**config.mk**
```make
export PLATFORM = sky130hd
export DESIGN_NAME = dma_chan_engine
export DESIGN_NICKNAME = d
export VERILOG_FILES = /design/src/rtl/dce_pkg.sv /design/src/rtl/dce_pacer.sv /design/src/rtl/dce_packer.sv /design/src/rtl/dma_chan_engine.sv
export SDC_FILE = /design/constraint.sdc
export NUM_CORES = 1
export LEC_CHECK = 0
export BUFFER_PORTS_ARGS = -buffer_cell sky130_fd_sc_hd__clkbuf_2
export CORE_AREA = 2 2 227 173
export DETAILED_ROUTE_END_ITERATION = 10
export DIE_AREA = 0 0 229 175
export PLACE_DENSITY = 0.78
export SLEW_MARGIN = 20
export SYNTH_ARGS = -nofsm -noshare
export SYNTH_HDL_FRONTEND = slang
export SYNTH_SLANG_ARGS = --single-unit
```
**constraint.sdc**
```tcl
create_clock -name clk -period 4.76 [get_ports clk]
set_input_delay 0.952 -clock clk [delete_from_list [all_inputs] [get_ports clk]]
set_output_delay 0.952 -clock clk [all_outputs]
set_load 0.02 [all_outputs]
```
**src/rtl/dce_pkg.sv**
```systemverilog
package dce_pkg;

    typedef enum logic [1:0] {
        ST_IDLE,
        ST_PICK,
        ST_READ,
        ST_WRITE
    } dce_state_e;

    // one side of the control word, 8 bits
    typedef struct packed {
        logic [2:0] sel;
        logic       fixed;
        logic [1:0] burst;
        logic [1:0] width;
    } dce_side_t;

    function automatic logic [2:0] width_bytes(input logic [1:0] code);
        unique case (code)
            2'd0:    return 3'd1;
            2'd1:    return 3'd2;
            default: return 3'd4;
        endcase
    endfunction

    function automatic logic [3:0] burst_beats(input logic [1:0] code);
        unique case (code)
            2'd0:    return 4'd1;
            2'd1:    return 4'd4;
            default: return 4'd8;
        endcase
    endfunction

endpackage

```
**src/rtl/dce_pacer.sv**
```systemverilog
module dce_pacer
    import dce_pkg::*;
#(
    parameter int REQ_LINES = 7,
    parameter int CFG_W     = 8
) (
    input  logic                 clk,
    input  logic                 rst_n,
    input  logic                 restart,
    input  logic [2:0]           sel,
    input  logic [1:0]           burst,
    input  logic                 dedicated,
    input  logic [CFG_W-1:0]     blk_m1,
    input  logic [CFG_W-1:0]     wait_m1,
    input  logic [REQ_LINES-1:0] req_lines,
    input  logic                 beat_done,
    output logic                 side_ok
);

    logic [3:0]     burst_cnt;
    logic [CFG_W-1:0] blk_cnt;
    logic [CFG_W:0] wait_cnt;
    logic           req_hit;

    always_comb begin
        req_hit = (sel == 3'd0);
        for (int i = 0; i < REQ_LINES; i++) begin
            if (sel == 3'(i + 1)) req_hit = req_lines[i];
        end
    end

    assign side_ok = (wait_cnt == '0) && ((burst_cnt != 4'd0) || req_hit);

    always_ff @(posedge clk or negedge rst_n) begin
        if (!rst_n) begin
            burst_cnt <= '0;
            blk_cnt   <= '0;
            wait_cnt  <= '0;
        end else if (restart) begin
            burst_cnt <= '0;
            blk_cnt   <= '0;
            wait_cnt  <= '0;
        end else begin
            if (wait_cnt != '0) wait_cnt <= wait_cnt - 1'b1;
            if (beat_done) begin
                burst_cnt <= (burst_cnt == burst_beats(burst) - 4'd1) ? 4'd0 : burst_cnt + 4'd1;
                if (dedicated) begin
                    if (blk_cnt == blk_m1) begin
                        blk_cnt  <= '0;
                        wait_cnt <= {1'b0, wait_m1} + {{CFG_W{1'b0}}, 1'b1};
                    end else begin
                        blk_cnt <= blk_cnt + 1'b1;
                    end
                end
            end
        end
    end

    // a beat never completes while its side is resting
    assert_no_beat_in_rest_R9: assert property (@(posedge clk) disable iff (!rst_n)
        beat_done |-> (wait_cnt == '0));

endmodule

```
**src/rtl/dce_packer.sv**
```systemverilog
module dce_packer #(
    parameter int DEPTH = 8,
    parameter int LANE  = 4,
    localparam int FILL_W = $clog2(DEPTH + 1)
) (
    input  logic                clk,
    input  logic                rst_n,
    input  logic                flush,
    input  logic                push,
    input  logic [2:0]          push_n,
    input  logic [8*LANE-1:0]   push_data,
    input  logic                pop,
    input  logic [2:0]          pop_n,
    output logic [FILL_W-1:0]   fill,
    output logic [8*LANE-1:0]   head
);

    logic [7:0]        bytes_q [DEPTH];
    logic [7:0]        bytes_d [DEPTH];
    logic [FILL_W-1:0] fill_d;

    always_comb begin
        bytes_d = bytes_q;
        fill_d  = fill;
        if (flush) begin
            fill_d = '0;
        end else if (push) begin
            for (int j = 0; j < DEPTH; j++) begin
                if (j >= int'(fill) && j < int'(fill) + int'(push_n))
                    bytes_d[j] = push_data[8*(j - int'(fill)) +: 8];
            end
            fill_d = fill + FILL_W'(push_n);
        end else if (pop) begin
            for (int j = 0; j < DEPTH; j++) begin
                if (j + int'(pop_n) < DEPTH) bytes_d[j] = bytes_q[j + int'(pop_n)];
                else                         bytes_d[j] = '0;
            end
            fill_d = fill - FILL_W'(pop_n);
        end
    end

    always_ff @(posedge clk or negedge rst_n) begin
        if (!rst_n) begin
            fill    <= '0;
            bytes_q <= '{default: '0};
        end else begin
            fill    <= fill_d;
            bytes_q <= bytes_d;
        end
    end

    for (genvar l = 0; l < LANE; l++) begin : g_head
        assign head[8*l +: 8] = bytes_q[l];
    end

    assert_push_room_R5: assert property (@(posedge clk) disable iff (!rst_n)
        push |-> (int'(fill) + int'(push_n) <= DEPTH));
    assert_pop_avail_R5: assert property (@(posedge clk) disable iff (!rst_n)
        pop |-> ({1'b0, pop_n} <= 4'(fill)));
    assert_push_pop_apart_R5: assert property (@(posedge clk) disable iff (!rst_n)
        !(push && pop));

endmodule

```
**src/rtl/dma_chan_engine.sv**
```systemverilog
module dma_chan_engine
    import dce_pkg::*;
#(
    parameter int ADDR_W    = 32,
    parameter int CNT_W     = 16,
    parameter int REQ_LINES = 7,
    parameter int BUF_BYTES = 8
) (
    input  logic                 clk,
    input  logic                 rst_n,
    input  logic                 reg_we,
    input  logic [2:0]           reg_addr,
    input  logic [31:0]          reg_wdata,
    output logic [31:0]          reg_rdata,
    input  logic [REQ_LINES-1:0] req_lines,
    output logic                 mem_req,
    output logic                 mem_we,
    output logic [ADDR_W-1:0]    mem_addr,
    output logic [1:0]           mem_len,
    output logic [31:0]          mem_wdata,
    input  logic [31:0]          mem_rdata,
    input  logic                 mem_ack,
    output logic                 half_pulse,
    output logic                 end_pulse
);

    localparam int LANE   = 4;
    localparam int CFG_W  = 8;
    localparam int FILL_W = $clog2(BUF_BYTES + 1);

    dce_state_e        state, state_d;
    logic [30:0]       ctrl_q;
    logic [ADDR_W-1:0] src_q, dst_q;
    logic [CNT_W-1:0]  cnt_q, rd_left, wr_left;
    logic [31:0]       param_q;
    logic              half_done;

    dce_side_t         src_cfg, dst_cfg;
    logic              busy, wr_ctrl, start, abort, fin;
    logic [2:0]        sw, dw, rd_nb, wr_nb;
    logic              want_rd, want_wr, src_ok, dst_ok;
    logic              rd_beat, wr_beat, half_hit;
    logic [FILL_W-1:0] fill;
    logic [31:0]       head;

    assign src_cfg = dce_side_t'(ctrl_q[7:0]);
    assign dst_cfg = dce_side_t'(ctrl_q[15:8]);
    assign busy    = (state != ST_IDLE);
    assign wr_ctrl = reg_we && (reg_addr == 3'd0);
    assign start   = wr_ctrl && reg_wdata[31] && !busy;
    assign abort   = wr_ctrl && !reg_wdata[31] && busy;

    assign sw    = width_bytes(src_cfg.width);
    assign dw    = width_bytes(dst_cfg.width);
    assign rd_nb = (rd_left < CNT_W'(sw)) ? rd_left[2:0] : sw;
    assign wr_nb = (wr_left < CNT_W'(dw)) ? wr_left[2:0] : dw;

    assign want_wr = (wr_left != '0) && (int'(fill) >= int'(wr_nb));
    assign want_rd = (rd_left != '0) && (int'(fill) + int'(rd_nb) <= BUF_BYTES);

    assign rd_beat  = (state == ST_READ)  && mem_ack && !abort;
    assign wr_beat  = (state == ST_WRITE) && mem_ack && !abort;
    assign fin      = (state == ST_PICK) && !abort && (wr_left == '0);
    assign half_hit = !half_done && ((wr_left - CNT_W'(wr_nb)) <= (cnt_q >> 1));

    // state register
    always_ff @(posedge clk or negedge rst_n) begin
        if (!rst_n) state <= ST_IDLE;
        else        state <= state_d;
    end

    // next state
    always_comb begin
        state_d = state;
        unique case (state)
            ST_IDLE:  if (start) state_d = ST_PICK;
            ST_PICK: begin
                if (abort || wr_left == '0)  state_d = ST_IDLE;
                else if (want_wr && dst_ok)  state_d = ST_WRITE;
                else if (want_rd && src_ok)  state_d = ST_READ;
            end
            ST_READ, ST_WRITE: begin
                if (abort)        state_d = ST_IDLE;
                else if (mem_ack) state_d = ST_PICK;
            end
            default: state_d = ST_IDLE;
        endcase
    end

    // registers and transfer progress
    always_ff @(posedge clk or negedge rst_n) begin
        if (!rst_n) begin
            ctrl_q <= '0; src_q <= '0; dst_q <= '0; cnt_q <= '0; param_q <= '0;
            rd_left <= '0; wr_left <= '0; half_done <= 1'b0;
        end else begin
            if (reg_we && !busy) begin
                unique case (reg_addr)
                    3'd1:    src_q   <= reg_wdata[ADDR_W-1:0];
                    3'd2:    dst_q   <= reg_wdata[ADDR_W-1:0];
                    3'd3:    cnt_q   <= reg_wdata[CNT_W-1:0];
                    3'd4:    param_q <= reg_wdata;
                    default: ;
                endcase
            end
            if (wr_ctrl && !(busy && reg_wdata[31])) ctrl_q <= reg_wdata[30:0];
            if (start) begin
                rd_left   <= cnt_q;
                wr_left   <= cnt_q;
                half_done <= 1'b0;
            end
            if (rd_beat) begin
                rd_left <= rd_left - CNT_W'(rd_nb);
                if (!src_cfg.fixed) src_q <= src_q + ADDR_W'(rd_nb);
            end
            if (wr_beat) begin
                wr_left <= wr_left - CNT_W'(wr_nb);
                if (!dst_cfg.fixed) dst_q <= dst_q + ADDR_W'(wr_nb);
                if (half_hit) half_done <= 1'b1;
            end
        end
    end

    // event outputs
    always_ff @(posedge clk or negedge rst_n) begin
        if (!rst_n) begin
            half_pulse <= 1'b0;
            end_pulse  <= 1'b0;
        end else begin
            half_pulse <= wr_beat && half_hit;
            end_pulse  <= fin;
        end
    end

    assign mem_req   = (state == ST_READ) || (state == ST_WRITE);
    assign mem_we    = (state == ST_WRITE);
    assign mem_addr  = (state == ST_WRITE) ? dst_q : src_q;
    assign mem_len   = 2'((state == ST_WRITE) ? wr_nb - 3'd1 : rd_nb - 3'd1);
    assign mem_wdata = head;

    always_comb begin
        unique case (reg_addr)
            3'd0:    reg_rdata = {busy, ctrl_q};
            3'd1:    reg_rdata = 32'(src_q);
            3'd2:    reg_rdata = 32'(dst_q);
            3'd3:    reg_rdata = 32'(cnt_q);
            3'd4:    reg_rdata = param_q;
            default: reg_rdata = '0;
        endcase
    end

    dce_pacer #(.REQ_LINES(REQ_LINES), .CFG_W(CFG_W)) u_src_pace (
        .clk(clk), .rst_n(rst_n), .restart(start),
        .sel(src_cfg.sel), .burst(src_cfg.burst), .dedicated(ctrl_q[16]),
        .blk_m1(param_q[7:0]), .wait_m1(param_q[15:8]),
        .req_lines(req_lines), .beat_done(rd_beat), .side_ok(src_ok)
    );

    dce_pacer #(.REQ_LINES(REQ_LINES), .CFG_W(CFG_W)) u_dst_pace (
        .clk(clk), .rst_n(rst_n), .restart(start),
        .sel(dst_cfg.sel), .burst(dst_cfg.burst), .dedicated(ctrl_q[16]),
        .blk_m1(param_q[23:16]), .wait_m1(param_q[31:24]),
        .req_lines(req_lines), .beat_done(wr_beat), .side_ok(dst_ok)
    );

    dce_packer #(.DEPTH(BUF_BYTES), .LANE(LANE)) u_buf (
        .clk(clk), .rst_n(rst_n), .flush(start),
        .push(rd_beat), .push_n(rd_nb), .push_data(mem_rdata),
        .pop(wr_beat), .pop_n(wr_nb),
        .fill(fill), .head(head)
    );

    assert_start_loads_R1: assert property (@(posedge clk) disable iff (!rst_n)
        (reg_we && reg_addr == 3'd0 && reg_wdata[31] && state == ST_IDLE) |=> (state != ST_IDLE));
    assert_end_after_pick_R2: assert property (@(posedge clk) disable iff (!rst_n)
        end_pulse |-> (state == ST_IDLE) && ($past(state) == ST_PICK));
    assert_abort_quiet_R3: assert property (@(posedge clk) disable iff (!rst_n)
        (reg_we && reg_addr == 3'd0 && !reg_wdata[31] && state != ST_IDLE) |=> (!mem_req && !end_pulse));
    assert_count_locked_R4: assert property (@(posedge clk) disable iff (!rst_n)
        (reg_we && reg_addr == 3'd3 && state != ST_IDLE) |=> $stable(cnt_q));
    assert_fixed_src_R6: assert property (@(posedge clk) disable iff (!rst_n)
        (state == ST_READ && mem_ack && src_cfg.fixed) |=> $stable(src_q));
    assert_paced_read_R7: assert property (@(posedge clk) disable iff (!rst_n)
        (state == ST_READ && $past(state) == ST_PICK) |-> $past(src_ok));

endmodule

```
==> results of run 1 <==
[layout make-up]
| cell class | instances | area, um2 |
|---|---|---|
| well taps | 512 | 640.6 |
| flip-flops and latches | 290 | 7259 |
| repair buffers | 249 | 1481 |
| multi-input cells | 1784 | 12760 |
| clock inverters | 11 | 105.1 |
| fillers | 3292 | 14360 |
| clock buffers | 49 | 1021 |
| inverters | 58 | 225.2 |
| diodes | 1 | 2.502 |
[cell usage after synthesis (all sizes together), types with 16 or more instances]
cell type / count / area (um2)
nand4: 20 / 131.4
mux2i: 71 / 710.7
nor3: 86 / 470.5
and3: 34 / 212.7
o21ai: 126 / 634.4
ha: 60 / 750.7
dfrtp: 290 / 7257
mux4: 43 / 968.4
a22o: 16 / 140.1
mux2: 110 / 1239
clkbuf: 87 / 326.6
a311oi: 43 / 382.9
buf: 91 / 601.8
xnor2: 41 / 359.1
a221o: 42 / 420.4
nor4: 22 / 207.7
nand3: 66 / 342.8
xor2: 33 / 289.0
nor2: 195 / 752.0
a21oi: 100 / 511.8
inv: 58 / 225.2
nor2b: 18 / 112.6
o22ai: 22 / 143.9
a221oi: 26 / 234.0
a211oi: 71 / 533.0
a31oi: 21 / 143.9
nand2: 302 / 1141
[stage by stage]
stage,setup TNS (ps),hold slack (ps)
final,0,447.1
after global routing,-13.72,502.3
after CTS,0,492.6
after detailed placement,0,477.5
after global placement,0,466.3
after floorplan,0,450.2
[worst register-to-register path: stages, from the launching register on]
cell and delay, ps:
dfrtp_1 430, or3_1 460, or3_1 390, nor3_1 150, nand2_1 140, nor3_4 250
mux2i_1 290, inv_1 150, ha_1 440, inv_1 90, nor2_1 210, nor2_1 60
nor2_1 100, o21ai_1 70, buf_4 220, nor4b_1 790, a21oi_1 100, o211ai_1 130
[state kept, by name, indices dropped and copies added (netlist names)]
signal                flops
dst_q                    32
param_q                  32
src_q                    32
u_buf.bytes_q            32
u_buf.head               32
ctrl_q                   31
cnt_q                    16
rd_left                  16
wr_left                  16
u_dst_pace.wait_cnt       9
u_src_pace.wait_cnt       9
u_dst_pace.blk_cnt        8
u_src_pace.blk_cnt        8
u_buf.fill                4
u_dst_pace.burst_cnt      4
u_src_pace.burst_cnt      4
state                     2
end_pulse                 1
half_done                 1
half_pulse                1
[power groups by stage]
stage | clock network, mW | logic (mW) | registers (mW)
floorplan | 0 | 5.92 | 4.21
global placement | 0 | 7.48 | 4.96
detailed placement | 0 | 7.66 | 5.02
CTS | 2.71 | 7.71 | 4.99
global route | 2.81 | 8.53 | 5.22
finish | 2.69 | 7.96 | 5.14
[worst min-delay path by stage]
stage	from	to	slack (ps)	depth (start not counted)
3_5_place_dp	half_done$_DFF_PN0_	half_done$_DFF_PN0_	480	1
6_report	rst_n	u_dst_pace.wait_cnt[2]$_DFF_PN0_	450	1
4_1_cts	half_done$_DFF_PN0_	half_done$_DFF_PN0_	490	1
3_3_place_gp	half_done$_DFF_PN0_	half_done$_DFF_PN0_	470	1
5_1_grt	rst_n	u_dst_pace.wait_cnt[2]$_DFF_PN0_	500	1
2_1_floorplan	ctrl_q[20]$_DFFE_PN0P_	ctrl_q[20]$_DFFE_PN0P_	450	2
[what timing repair did]
action                     in CTS  in global routing
buffers inserted                0                  1
resized for setup               0                 19
setup endpoints to repair       0                 58
hold endpoints to repair        0                  0
[logic make-up after synthesis]
group | synth area share, %
xor+xnor | 3.077
flops | 34.46
mux | 13.85
buf+inv | 5.478
fa+ha+maj | 4.105
compound gates | 19.21
simple gates | 19.82
[per-layer routing]
metal	share of wire, %	up-vias	GRT usage (%)
li1	-	8845	-
met1	41	10020	55.54
met2	40	1435	51.16
met3	15	195	16.14
met4	3.6	0	12.80
met5	0	-	0
==> results.cfg, run 1 <==
[worst_setup_path]
crit_buf_inv = 3
crit_path_end = mem_len[1]
rr_endpoint = u_buf.bytes_q[3]$_DFFE_PN0P_
critPathMaxFanout = 22
worstSetupEndpointType = primary output
crit_path_start = ctrl_q[9]$_DFFE_PN0P_
critical_path_required_ps = 3810
timing.rr.start = rd_left[4]$_DFFE_PN0P_
crit_type = reg -> out
max_stage_delay_ps = 580
critPathLaunchType = flop
cp_top_family = simple AND/OR/NAND/NOR gates
cp.depth = 11
rr_worst_depth = 17
crit_arrival_ps = 3720
worstPathCellList = nor2_4 -> inv_1 -> ha_1 -> o41ai_4 -> nand3_1 -> and2_4 -> buf_4 -> nor2_2 -> nor3_1 -> a21oi_1 -> clkbuf_2
r2r_slack_ps = 190
slowest_stage = o41ai_4

[routing]
first_iter_violations = 3003
totalWireLength_mm = 78.14
via_count = 20490
antenna_left = 0
drc = 0
viasPerCell = 6.937
routedWlPerCell_um = 26.45
dr.pass1.iters = 6

[placed_design]
dp_hpwl_mm = 58.02
gp_congestion = 1.029
dpl-instance-area_mm2 = 0.02230
portBuffers = 179
place_ws_ps = 32.38
dpl.cell_count = 2892

[die]
die_w_um = 229
io_pins = 180
initial_core_util_pct = 55.63
die-area_mm2 = 0.04008
design.core.area_mm2 = 0.03786
rows = 62
die_height_um = 175

[power]
powerDensity_mw_per_mm2 = 672.2
power.leakage_nw = 9.994
peakVddDrop_uv = 413.1
combPwrFrac_pct = 50.4
swShare_pct = 48.07
seqPwrFrac_pct = 32.6
internal_power_mw = 8.204
finalPower_mw = 15.80
power_switching_mw = 7.593
pwr-share-clk_pct = 17.0

[logic_synthesis]
ys_types = 94
synth_cells = 2310
synthesis.area_mm2 = 0.02106
ys_warn_count = 0
synth-edff-count = 0
async_reset_ff_share_pct = 100.0
synth_nets = 2451
synth-seq-cells = 290
syn_avg_cell_area_um2 = 9.117
ys_seq_area_share_pct = 34.46
synthFlopType = dfrtp_1

[global_route]
grt_usage_pct = 38.39
grt_max_degree = 108
grt_overflow = 0
antenna_found_initial = 1
grt_pass1_wl_mm = 118.3
grt_pass1_vias = 19100

[cells_and_area]
layout_common_cells = 299 x nand2_1, 288 x dfrtp_1, 185 x nor2_1, 178 x clkbuf_2, 114 x o21ai_0
area_growth_syn_to_layout_pct = 11.58
drive_above_1_share_pct = 22.57
fin_cells = 2954
nNetsFinal = 2558
final_core_util_pct = 62.08
final_common_cell = nand2_1
final_cell_area_mm2 = 0.02350

[clock_tree]
clock-sinks = 290
clock_path_buffers = 3
clk_pin_slew_ps = 60
cts_tree = done
ctsHoldBuffers = 0
cts_max_level = 2
cts_root_buf = clkbuf_16
cts-buffers-inserted = 34
clk_latency_ps = 550

[sta]
worst_slack_ps = 91.84
relSlewSlack_pct = 23.60
slew_violations = 0
worst_pin_slew_ps = 1134
fin_crit_sh_pct = 98.07
period_needed_ps = 4668
clock_skew_ps = 31.84
finalHoldViolCount = 0
finalSetupViolations = 0
max_freq_ghz = 0.2142

[run_status]
status = completed

[job]
maxCapViolCount = 0

[hold_path]
holdCritPathClass = in -> async
Power figures use the tool's default switching activity.
==> run 2, diff against run 1 <==
--- a/config.mk
+++ b/config.mk
@@ -6,10 +6,11 @@
 export NUM_CORES = 1
 export LEC_CHECK = 0
 export BUFFER_PORTS_ARGS = -buffer_cell sky130_fd_sc_hd__clkbuf_2
-export CORE_AREA = 2 2 227 173
+export CORE_AREA = 2 2 225 172
+export CTS_BUF_LIST = sky130_fd_sc_hd__clkbuf_4
 export DETAILED_ROUTE_END_ITERATION = 10
-export DIE_AREA = 0 0 229 175
-export PLACE_DENSITY = 0.78
+export DIE_AREA = 0 0 227 174
+export PLACE_DENSITY = 0.79
 export SLEW_MARGIN = 20
 export SYNTH_ARGS = -nofsm -noshare
 export SYNTH_HDL_FRONTEND = slang
==> constraint.sdc (replaced) <==
create_clock -name clk -period 4.76 [get_ports clk]
set_input_delay 0.952 -clock clk [delete_from_list [all_inputs] [get_ports clk]]
set_output_delay 0.952 -clock clk [all_outputs]
set_load 0.1 [all_outputs]
==> results.cfg, run 2 (synthesized netlist as in run 1, its figures left out) <==
[clock_tree]
clk_latency_ps = 840
ctsHoldBuffers = 0
clock-sinks = 290
clk_pin_slew_ps = 60
cts-buffers-inserted = 80
cts_tree = done
cts_root_buf = clkbuf_4
cts_max_level = 3
clock_path_buffers = 3

[cells_and_area]
nNetsFinal = 2610
nFillCells = 3178
layout_common_cells = 299 x nand2_1, 288 x dfrtp_1, 185 x nor2_1, 174 x clkbuf_2, 113 x clkbuf_4
area_growth_syn_to_layout_pct = 11.35
final_core_util_pct = 62.46
drive_above_1_share_pct = 24.78
final_common_cell = nand2_1

[power]
peakVddDrop_uv = 798.6
powerDensity_mw_per_mm2 = 764.6
power.leakage_nw = 10.05
finalPower_mw = 17.93

[run_status]
status = completed

[die]
io_pins = 180
die_w_um = 227
die-area_mm2 = 0.03950
rows = 62
initial_core_util_pct = 56.09
design.core.area_mm2 = 0.03755
die_height_um = 174

[sta]
finalSetupViolations = 0
slew_violations = 0
relSlewSlack_pct = 20.99
finalHoldViolCount = 0
worst_pin_slew_ps = 1184
fin_crit_sh_pct = 97.37
max_freq_ghz = 0.2158
clock_skew_ps = 65.74
period_needed_ps = 4635

[global_route]
antenna_found_initial = 4
grt_pass1_vias = 19560
grt_max_degree = 106
grt_pass1_wl_mm = 116.7
grt_overflow = 0
grt_usage_pct = 38.66

[routing]
antenna_left = 0
first_iter_violations = 2934
routedWlPerCell_um = 25.33
via_count = 21040
dr.pass1.iters = 7
viasPerCell = 6.928
drc = 0
totalWireLength_mm = 76.94

[worst_setup_path]
rr_endpoint = u_buf.head[20]$_DFFE_PN0P_
r2r_slack_ps = 260
timing.rr.start = rd_left[4]$_DFFE_PN0P_
critPathLaunchType = flop
worstSetupEndpointType = primary output
critPathMaxFanout = 6
crit_arrival_ps = 3680
crit_type = reg -> out
rr_worst_depth = 17
critical_path_required_ps = 3810

[hold_path]
holdCritPathClass = in -> async

[job]
maxCapViolCount = 0

[placed_design]
portBuffers = 179
gp_congestion = 1.068
dp_hpwl_mm = 56.38
-- run 2: worst max-delay path by stage --
stage / slack (ps) / cells after the start / startpoint / to
6_report: 130 / 9 / rd_left[4]$_DFFE_PN0P_ / mem_len[1]
5_1_grt: -4 / 9 / rd_left[4]$_DFFE_PN0P_ / mem_len[1]
3_5_place_dp: 20 / 14 / rd_left[4]$_DFFE_PN0P_ / rd_left[13]$_DFFE_PN0P_
4_1_cts: 3 / 11 / ctrl_q[9]$_DFFE_PN0P_ / mem_len[1]
2_1_floorplan: 100 / 26 / ctrl_q[9]$_DFFE_PN0P_ / half_done$_DFF_PN0_
3_3_place_gp: 170 / 15 / rd_left[4]$_DFFE_PN0P_ / u_buf.bytes_q[14]$_DFFE_PN0P_
-- run 2: area by class of cell --
cell class / instances / area [um2] / share of cell area, %
multi-input cells: 1785 / 12800 / 54.59
flip-flops and latches: 290 / 7259 / 30.96
repair buffers: 254 / 1508 / 6.429
clock buffers: 112 / 840.8 / 3.586
well taps: 512 / 640.6 / 2.732
inverters: 58 / 225.2 / 0.9604
clock inverters: 23 / 166.4 / 0.7096
diodes: 3 / 7.507 / 0.03201
-- run 2: through the flow --
stage	TNS, ps	hold WS [ps]	setup WS [ps]	instance area (um2)	instances
6_report	0	184.8	125.0	23450	3037
5_1_grt	-4.010	248.0	-4.010	23450	3036
4_1_cts	0	189.6	3.373	23350	3030
3_5_place_dp	0	480.3	18.95	22280	2891
3_3_place_gp	0	465.2	171.7	22280	2891
2_1_floorplan	0	450.2	95.44	21070	2310
-- run 2: critical path: stages (launching register included) --
cell	delay [ps]
dfrtp_1	430
or3_4	420
or3_1	400
nor3_1	150
nand2_1	140
nor3_4	220
mux2_2	430
xor2_1	200
a21oi_2	300
buf_12	220
-- run 2: what timing repair did --
action / CTS / global route
gates cloned: 1 / 0
setup endpoints to repair: 3 / 58
resized for setup: 7 / 16
pin swaps: 2 / 6
buffers inserted: 3 / 4
-- run 2: power breakdown --
group | internal [mW] | total, mW | switching, mW
sequential | 3.39 | 5.06 | 1.67
clock | 1.24 | 2.40 | 1.16
combinational | 3.27 | 10.5 | 7.20
-- run 2: metal layers --
metal  track usage [%]  vias to the layer above  part of all wire [%]
met2             51.69                     1608                    40
li1                  -                     8970                     -
met5                 0                        -                 0.060
met1             54.29                    10200                    39
met4             13.94                        6                   3.6
met3             18.00                      258                    17
